$ cat config.mk
export PLATFORM = sky130hd
export DESIGN_NAME = cipher_mode_ctrl
export DESIGN_NICKNAME = d
export VERILOG_FILES = /design/src/rtl/cmc_pkg.sv /design/src/rtl/cmc_ctrl.sv /design/src/rtl/cmc_datapath.sv /design/src/rtl/cipher_mode_ctrl.sv
export SDC_FILE = /design/constraint.sdc
export NUM_CORES = 2
export LEC_CHECK = 0
export BUFFER_PORTS_ARGS = -buffer_cell sky130_fd_sc_hd__buf_4
export CORE_AREA = 2 2 557 559
export CTS_CLUSTER_SIZE = 10
export DETAILED_ROUTE_END_ITERATION = 7
export DIE_AREA = 0 0 559 561
export HOLD_SLACK_MARGIN = 0.06
export SLEW_MARGIN = 20
export SYNTH_ARGS = -nofsm -noshare
export SYNTH_HDL_FRONTEND = slang
export SYNTH_SLANG_ARGS = --single-unit
$ cat constraint.sdc
create_clock -name clk -period 2.8 [get_ports clk]
set_input_delay 0.84 -clock clk [delete_from_list [all_inputs] [get_ports clk]]
set_output_delay 0.84 -clock clk [all_outputs]
set_load 0.02 [all_outputs]
$ cat src/rtl/cmc_pkg.sv
package cmc_pkg;
  localparam int BLK_W = 128;
  localparam int KEY_W = 256;

  typedef enum logic [2:0] {
    MODE_ECB = 3'd0,
    MODE_MAC = 3'd1,
    MODE_CTR = 3'd2,
    MODE_OFB = 3'd3,
    MODE_CCM = 3'd4
  } mode_e;

  typedef enum logic [2:0] {
    ST_IDLE, ST_ARR, ST_KICK, ST_WAIT, ST_MOD
  } state_e;

  typedef struct packed {
    logic  capCfg;
    logic  capBlk;
    logic  arrange;
    logic  capRes;
    logic  modify;
    logic  emitOut;
    logic  emitTag;
    logic  seedCtr;
    mode_e effMode;
  } strobe_t;
endpackage

$ cat src/rtl/cmc_ctrl.sv
module cmc_ctrl
  import cmc_pkg::*;
(
  input  logic       clk,
  input  logic       rstN,
  input  logic       cfgLoad,
  input  logic [2:0] modeIn,
  input  logic       inValid,
  input  logic       blkLast,
  input  logic       cipDone,
  output logic       inReady,
  output logic       cipStart,
  output strobe_t    stb
);
  state_e state;
  logic [2:0] modeReg;
  logic lastReg;
  logic ccmPass;
  mode_e eff;

  always_comb begin
    case (modeReg)
      3'd1:    eff = MODE_MAC;
      3'd2:    eff = MODE_CTR;
      3'd3:    eff = MODE_OFB;
      3'd4:    eff = ccmPass ? MODE_CTR : MODE_MAC;
      default: eff = MODE_ECB;
    endcase
  end

  assign inReady  = (state == ST_IDLE) && !cfgLoad;
  assign cipStart = (state == ST_KICK);

  always_comb begin
    stb.capCfg  = (state == ST_IDLE) && cfgLoad;
    stb.capBlk  = inReady && inValid;
    stb.arrange = (state == ST_ARR);
    stb.capRes  = (state == ST_WAIT) && cipDone;
    stb.modify  = (state == ST_MOD);
    stb.emitOut = stb.modify && (eff != MODE_MAC);
    stb.emitTag = stb.modify && (eff == MODE_MAC) && lastReg;
    stb.seedCtr = stb.modify && (modeReg == 3'd4) && !ccmPass && lastReg;
    stb.effMode = eff;
  end

  always_ff @(posedge clk) begin
    if (!rstN) begin
      state   <= ST_IDLE;
      modeReg <= 3'd0;
      lastReg <= 1'b0;
      ccmPass <= 1'b0;
    end else begin
      if (stb.capCfg) begin
        modeReg <= modeIn;
        ccmPass <= 1'b0;
      end
      if (stb.capBlk) lastReg <= blkLast;
      if (stb.modify && (modeReg == 3'd4) && lastReg) ccmPass <= !ccmPass;
      case (state)
        ST_IDLE: if (stb.capBlk) state <= ST_ARR;
        ST_ARR:  state <= ST_KICK;
        ST_KICK: state <= ST_WAIT;
        ST_WAIT: if (cipDone) state <= ST_MOD;
        default: state <= ST_IDLE;
      endcase
    end
  end
endmodule

$ cat src/rtl/cmc_datapath.sv
module cmc_datapath
  import cmc_pkg::*;
#(
  parameter int CNT_W = 32
) (
  input  logic             clk,
  input  logic             rstN,
  input  strobe_t          stb,
  input  logic [1:0]       keySel,
  input  logic [KEY_W-1:0] keyIn,
  input  logic [BLK_W-1:0] ivIn,
  input  logic [BLK_W-1:0] ccmCtr,
  input  logic [BLK_W-1:0] blkData,
  input  logic [BLK_W-1:0] cipOut,
  output logic [1:0]       cipKeyLen,
  output logic [KEY_W-1:0] cipKey,
  output logic [BLK_W-1:0] cipIn,
  output logic             outValid,
  output logic [BLK_W-1:0] outData,
  output logic             tagValid,
  output logic [BLK_W-1:0] tag
);
  localparam int HALF_W = KEY_W / 2;
  localparam int MID_W  = HALF_W + HALF_W / 2;

  logic [BLK_W-1:0] dataReg, ivReg, seedReg, resReg, cinReg;
  logic [KEY_W-1:0] keyMask;

  always_comb begin
    case (keySel)
      2'd0:    keyMask = {KEY_W{1'b1}} >> (KEY_W - HALF_W);
      2'd1:    keyMask = {KEY_W{1'b1}} >> (KEY_W - MID_W);
      default: keyMask = {KEY_W{1'b1}};
    endcase
  end

  assign cipIn = cinReg;

  always_ff @(posedge clk) begin
    if (!rstN) begin
      dataReg   <= '0;
      ivReg     <= '0;
      seedReg   <= '0;
      resReg    <= '0;
      cinReg    <= '0;
      cipKey    <= '0;
      cipKeyLen <= 2'd0;
      outValid  <= 1'b0;
      outData   <= '0;
      tagValid  <= 1'b0;
      tag       <= '0;
    end else begin
      outValid <= stb.emitOut;
      tagValid <= stb.emitTag;
      if (stb.capCfg) begin
        cipKey    <= keyIn & keyMask;
        cipKeyLen <= keySel;
        ivReg     <= ivIn;
        seedReg   <= ccmCtr;
      end
      if (stb.capBlk) dataReg <= blkData;
      if (stb.arrange) begin
        case (stb.effMode)
          MODE_ECB: cinReg <= dataReg;
          MODE_MAC: cinReg <= dataReg ^ ivReg;
          default:  cinReg <= ivReg;
        endcase
      end
      if (stb.capRes) resReg <= cipOut;
      if (stb.modify) begin
        if (stb.effMode == MODE_ECB) outData <= resReg;
        else if (stb.emitOut)        outData <= resReg ^ dataReg;
        if (stb.emitTag) tag <= resReg;
        if (stb.seedCtr)
          ivReg <= seedReg;
        else if (stb.effMode == MODE_CTR)
          ivReg[CNT_W-1:0] <= ivReg[CNT_W-1:0] + 1'b1;
        else if (stb.effMode != MODE_ECB)
          ivReg <= resReg;
      end
    end
  end
endmodule

$ cat src/rtl/cipher_mode_ctrl.sv
module cipher_mode_ctrl
  import cmc_pkg::*;
#(
  parameter int CNT_W = 32
) (
  input  logic             clk,
  input  logic             rstN,
  input  logic             cfgLoad,
  input  logic [2:0]       modeIn,
  input  logic [1:0]       keySel,
  input  logic [KEY_W-1:0] keyIn,
  input  logic [BLK_W-1:0] ivIn,
  input  logic [BLK_W-1:0] ccmCtr,
  input  logic             inValid,
  output logic             inReady,
  input  logic [BLK_W-1:0] blkData,
  input  logic             blkLast,
  output logic             cipStart,
  output logic [1:0]       cipKeyLen,
  output logic [KEY_W-1:0] cipKey,
  output logic [BLK_W-1:0] cipIn,
  input  logic             cipDone,
  input  logic [BLK_W-1:0] cipOut,
  output logic             outValid,
  output logic [BLK_W-1:0] outData,
  output logic             tagValid,
  output logic [BLK_W-1:0] tag
);
  strobe_t stb;

  cmc_ctrl u_ctrl (
    .clk(clk), .rstN(rstN), .cfgLoad(cfgLoad), .modeIn(modeIn),
    .inValid(inValid), .blkLast(blkLast), .cipDone(cipDone),
    .inReady(inReady), .cipStart(cipStart), .stb(stb)
  );

  cmc_datapath #(.CNT_W(CNT_W)) u_dp (
    .clk(clk), .rstN(rstN), .stb(stb), .keySel(keySel), .keyIn(keyIn),
    .ivIn(ivIn), .ccmCtr(ccmCtr), .blkData(blkData), .cipOut(cipOut),
    .cipKeyLen(cipKeyLen), .cipKey(cipKey), .cipIn(cipIn),
    .outValid(outValid), .outData(outData), .tagValid(tagValid), .tag(tag)
  );
endmodule

### Word-level counts from Yosys, hierarchy flattened

Cells that the tools add are included.

* $add $sub $neg: 1
* eq/ne operators: 14
* muxes and demuxes: 17
* bitwise gates (word level): 3
* reduce and logical (&&, ||, !) cells: 22

Operators with widths (count)
* two-way mux 128 bit: 6
* case mux 256 bit (2 select lines): 1
* bitwise AND 256 bit: 1
* case mux 128 bit (2 select lines): 1
* bitwise XOR 128 bit: 2
* two-way mux 96 bit: 1
* adder 32 x 1 -> 32 bit, second input constant: 1
* two-way mux 32 bit: 1
* case mux 3 bit (4 select lines): 2
* equality test 3 x 2 -> 1 bit, second input constant: 5
* logical AND 1 bit: 11
* equality test 3 x 1 -> 1 bit, second input constant: 3
* equality test 3 bit, second input constant: 2
* zero test 3 bit: 2
* two-way mux 3 bit: 2
* AND reduction 2 bit: 3
* != test 2 bit, second input constant: 2
* nonzero test 2 bit: 2
* != test 3 x 1 -> 1 bit, second input constant: 1
* nonzero test 3 bit: 1
* equality test 2 x 1 -> 1 bit, second input constant: 1
* zero test 1 bit: 2
* zero test 2 bit: 1
* two-way mux 1 bit: 2
* two-way mux 2 bit: 1

* register bits: 1164
* output and inout bits: 646
* word-level logic and storage cells: 72

### Longest topological paths before layout

* depth in word-level cells: 7
* mapped depth: 9

### By module

Synthesis repeated with hierarchy kept, for this count alone.

* cell total of the unflattened synthesis: 5660
* area, all modules: 51445.6 um2

By module, submodules not included
* cmc_datapath: times used 1, cells an instance 5608, area each 50953.9 um2, sequential area each 23142.2 um2
* cmc_ctrl: times used 1, cells an instance 52, area each 491.7 um2, sequential area each 160.2 um2

### Worst setup path before layout

OpenSTA, ideal clock, no wires.

* path kind: input -> register
* start point: input cfgLoad
* end point: register u_dp.dataReg[117]
* library setup time: 0.070 ns
* arrival: 2.470 ns
* required time: 2.730 ns
* path slack: 0.259 ns
* cell stages on the path: 7
* path buffers: 3
* cell sequence: nor4_1 and2_1 clkbuf_1 buf_2 buf_2 nand2_1 a21oi_1

* longest elaborated chain between the ends: 3

Ends and longest elaborated chain
* start, declared: RTL line cipher_mode_ctrl.sv:8 `input logic cfgLoad,`
* zero test 1 bit: RTL line cmc_ctrl.sv:31 `assign inReady = (state == ST_IDLE) && !cfgLoad;`
* logical AND 1 bit: RTL line cmc_ctrl.sv:31
* logical AND 1 bit: RTL line cmc_ctrl.sv:36 `stb.capBlk = inReady && inValid;`
* end signal, assigned: RTL line cmc_datapath.sv:61 `if (stb.capBlk) dataReg <= blkData;`
* end, declared: RTL line cmc_datapath.sv:26 `logic [BLK_W-1:0] dataReg, ivReg, seedReg, resReg, cinReg;`

No other way between the ends.
A chain may end at the register's enable or synchronous reset.

### Worst setup path after layout

* start point: register u_ctrl.state[2]
* end point: output cipStart

* longest elaborated chain between the ends: 1

Ends and longest elaborated chain
* start, declared: RTL line cmc_ctrl.sv:15 `state_e state;`
* start signal, assigned: RTL line cmc_ctrl.sv:48 `state <= ST_IDLE;`
* start signal, assigned: RTL line cmc_ctrl.sv:60 `ST_IDLE: if (stb.capBlk) state <= ST_ARR;`
* start signal, assigned: RTL line cmc_ctrl.sv:61 `ST_ARR: state <= ST_KICK;`
* equality test 3 x 2 -> 1 bit: RTL line cmc_ctrl.sv:32 `assign cipStart = (state == ST_KICK);`
* end, declared: RTL line cipher_mode_ctrl.sv:18 `output logic cipStart,`

No other way between the ends.

==> results.md <==
- Inserted Clock Buffers: between 150 and 200
- Area share of the largest cell type after synthesis: 0.497
- Syn Nets: a little under 7000
- Post-synthesis adder-cell area fraction: 0.000267
- Die H: 561 µm
- Synth Warn #: 0
- Critical path class: flip-flop to output port
- Met2 usage: 0.288
- Die width: about 560 µm
- Via Count: ~50000
- Status: finished, final reports clean
- Crit end category: output port
- Post-synthesis simple-gate area fraction: 0.219
- Clk_lat worst skew: between 800 and 900 ps
- Mapped Avg Cell Area: just under 8 µm²
- Worst R2R End: u_dp.outData[115]$_SDFFE_PN0P_
- Endpoint of the worst setup timing path: cipStart
- Slew margin rel.: 0.489
- Iter 0 DRT Violations: roughly 4700
- Hold-fix buffers, CTS: 0
- Final period utilization: 0.933
- Crit. Startpoint: u_ctrl.state[2]$_SDFFE_PN0P_
- Htree depth: 4
- WL per Instance: roughly 26 µm
- Grt peak-use layer: met2
- Number of global-route vias before repair: 46300
- Syn Inst Count: between 6000 and 7000
- Sink Count: about 1200
- DPL Wire Length: around 240000 µm
- Dpl ws: -152 ps
- Final hold vios: 0
- Register bit total from synthesis: 1164
- DRC: 0
- Layout cells sized above 1: 0.252
- Setup Viol. Count Final: 0
- Io pins: about 1400
- Post-synthesis cell area: between 40000 and 50000 µm²
- Area grow syn2layout: 44.5%
- Port-buffer cells: 1424
- Compound-gate portion of the synthesized area: 0.177
- Fin nets: approximately 8000
- First-pass GRT wire length: roughly 400000 µm
- Leak Pwr: between 20 and 30 nW
- Hold Startpoint: keyIn[96]
- Worst Skew: approximately 60 ps
- Initial Utilization: 0.152
- Final min period: around 2600 ps
- Final Max Tran Viols: 0
- Worst Path Max Fanout: 8
- Final instance area: 67700 µm²
- CP Data Required Time: ~2000 ps
- Clock root buffer: clkbuf_16
- Setup ws final: 187 ps
- Crit path DAT: roughly 1800 ps
- Placed cell count: about 11000
- WL final: about 300000 µm
- Num rows: 204
- Slew of the pin with the lowest slew margin: 767 ps
- First drt pass iteration count: 7
- Die area: about 310000 µm²
- Largest cells by area after synthesis: dfxtp_1 50%, nand2_1 15%, a21oi_1 9.5%
- Main combinational cell family by area after synthesis: simple AND/OR/NAND/NOR gates
- Flop-to-flop setup slack: ~230 ps
- Mean number of vias per cell: 4.27
- GRT met3 Usage: 0.0773
- Pin count of the biggest net entering global routing: 115
- Netlist cell types: between 60 and 70
- DP Area: about 63000 µm²
- Primary FF master, synth: dfxtp_1
- Non-Filler Instances: 11600
- Power per cell area: 668 nW/µm²
- Clock transition at path regs: 60 ps
- Antenna-violating nets left: 0
- Post-synthesis sequential area ratio: 0.497
- Max-Cap Viols: 0
- Core area: approximately 300000 µm²
- Worst hold path type: primary input to flip-flop
- Gr ovfl total: 0
- Reg2reg start: u_ctrl.modeReg[2]$_SDFFE_PN0N_
- Clock Tree Buf Depth: 4
- Fmax achieved: approximately 380 MHz
- Startpoint Class: flip-flop
- Cells on worst reg2reg path: 8
- Synth area leader: dfxtp_1
- Grt met1 use: 0.212
- Peak VDD IR: approximately 0.44 mV
- GP Congestion: 1.11
- EDFF count, synth: 0
- Xor-xnor portion of the synthesized cell area: 0.0508
- CTS tree: built
- Fraction of registers with async set or reset after synthesis: 0
- Initial antenna violation count: 156
- Mux contribution to synthesized area: 0.00638
- Unrepaired setup endpoints after global routing: no
- GRT Total Usage: 0.183
-- kinds of logic (layout without fill, tap and decap cells) --
logic type | Yosys count | in the layout
simple gates | 2626 | 2626
compound gates | 1451 | 1451
flops | 1164 | 1164
buf+inv | 517 | 1865
xor+xnor | 272 | 272
mux | 29 | 29
fa+ha+maj | 1 | 1
other cells | 0 | 75
-- Yosys cell counts (4+ instances only) --
library cell	instances
nand2_1	1848
dfxtp_1	1164
a21oi_1	894
nor2_1	570
clkbuf_1	342
a211oi_1	265
nand3_1	144
xor2_1	137
xnor2_1	135
buf_2	120
o21ai_0	120
o22ai_1	99
mux2i_1	24
buf_1	21
buf_6	19
a221oi_1	14
nor4_1	13
nor3_1	12
o211ai_1	9
o22a_1	8
inv_1	7
and2_1	6
clkbuf_8	5
o21a_1	5
o31a_1	5
a22oi_1	4
and3_1	4
mux2_2	4
-- worst max-delay path: stages, from the launching register on --
cell	delay [ps]
dfxtp_2	380
buf_4	190
nor3_2	170
buf_4	230
-- sequential cells by signal, indices dropped and copies added, names as in the netlist --
register        cells
u_dp.cipKey       256
u_dp.cipIn        128
u_dp.dataReg      128
u_dp.ivReg        128
u_dp.outData      128
u_dp.resReg       128
u_dp.seedReg      128
u_dp.tag          128
u_ctrl.modeReg      3
u_ctrl.state        3
u_dp.cipKeyLen      2
u_ctrl.ccmPass      1
u_ctrl.lastReg      1
u_dp.outValid       1
u_dp.tagValid       1
-- placed cells by master, fill, tap and decap left out, types with 5 or more instances in the layout --
master        n
a211oi_1    265
a21oi_1     892
a221oi_1     14
buf_12       70
buf_4      1555
clkbuf_1     35
clkbuf_16   154
clkbuf_8      9
clkinv_2     10
dfxtp_1    1163
diode_2      75
inv_1         7
inv_6         7
mux2i_1      24
nand2_1    1844
nand3_1     143
nor2_1      569
nor3_1       11
nor4_1       12
o211ai_1      9
o21a_1        5
o21ai_0     120
o22a_1        8
o22ai_1      99
o31a_1        5
xnor2_1     135
xor2_1      137
-- worst min-delay path by stage --
| stage | endpoint | slack [ps] | cells after the start |
|---|---|---|---|
| global route | u_dp.dataReg[127]$_SDFFE_PN0P_ | 220 | 3 |
| CTS | u_dp.dataReg[33]$_SDFFE_PN0P_ | 170 | 3 |
| global placement | u_dp.cipKey[230]$_SDFFE_PN0N_ | 440 | 2 |
| floorplan | u_dp.seedReg[0]$_SDFFE_PN0N_ | 430 | 2 |
| finish | u_dp.cipKey[96]$_SDFFE_PN0N_ | 280 | 3 |
| detailed placement | u_dp.cipKey[237]$_SDFFE_PN0N_ | 440 | 2 |
-- metal layers --
layer | up-vias | wire (µm)
met5 | - | 418
met4 | 62 | 15000
met3 | 561 | 34000
met2 | 2481 | 136000
met1 | 23600 | 116000
li1 | 22800 | -
-- area by class of cell --
type                    instances  area, µm²
repair buffers               1627      13100
clock buffers                 198       4110
fillers                     34400     240000
flip-flops and latches       1164      23300
inverters                       8       46.3
diodes                         75        188
clock inverters                32        380
well taps                    4120       5150
multi-input cells            4379      21400
-- per-stage QoR --
step	hold slack, ps	TNS [ps]	util	total power [mW]
after floorplan	433	0	-	22.8
after global routing	223	0	0.220	47.0
final	276	0	0.220	45.2
after detailed placement	443	-1010	0.205	27.0
after CTS	174	0	0.219	45.7
after global placement	439	-2000	0.205	27.0
-- report_power, final --
part           switching [mW]  internal (mW)  total (mW)
Clock                    7.96           10.6        18.5
Combinational            5.10           3.13        8.23
Sequential              0.801           17.6        18.4
-- repair_timing --
action / CTS / global route
gates resized for setup: 3 / 2
pin swaps: 1 / 0
endpoints found under the hold margin: 0 / 0
setup buffers: 1 / 0
setup endpoints to repair: 2 / 1
Note: power is estimated with default switching activity, not from simulation.
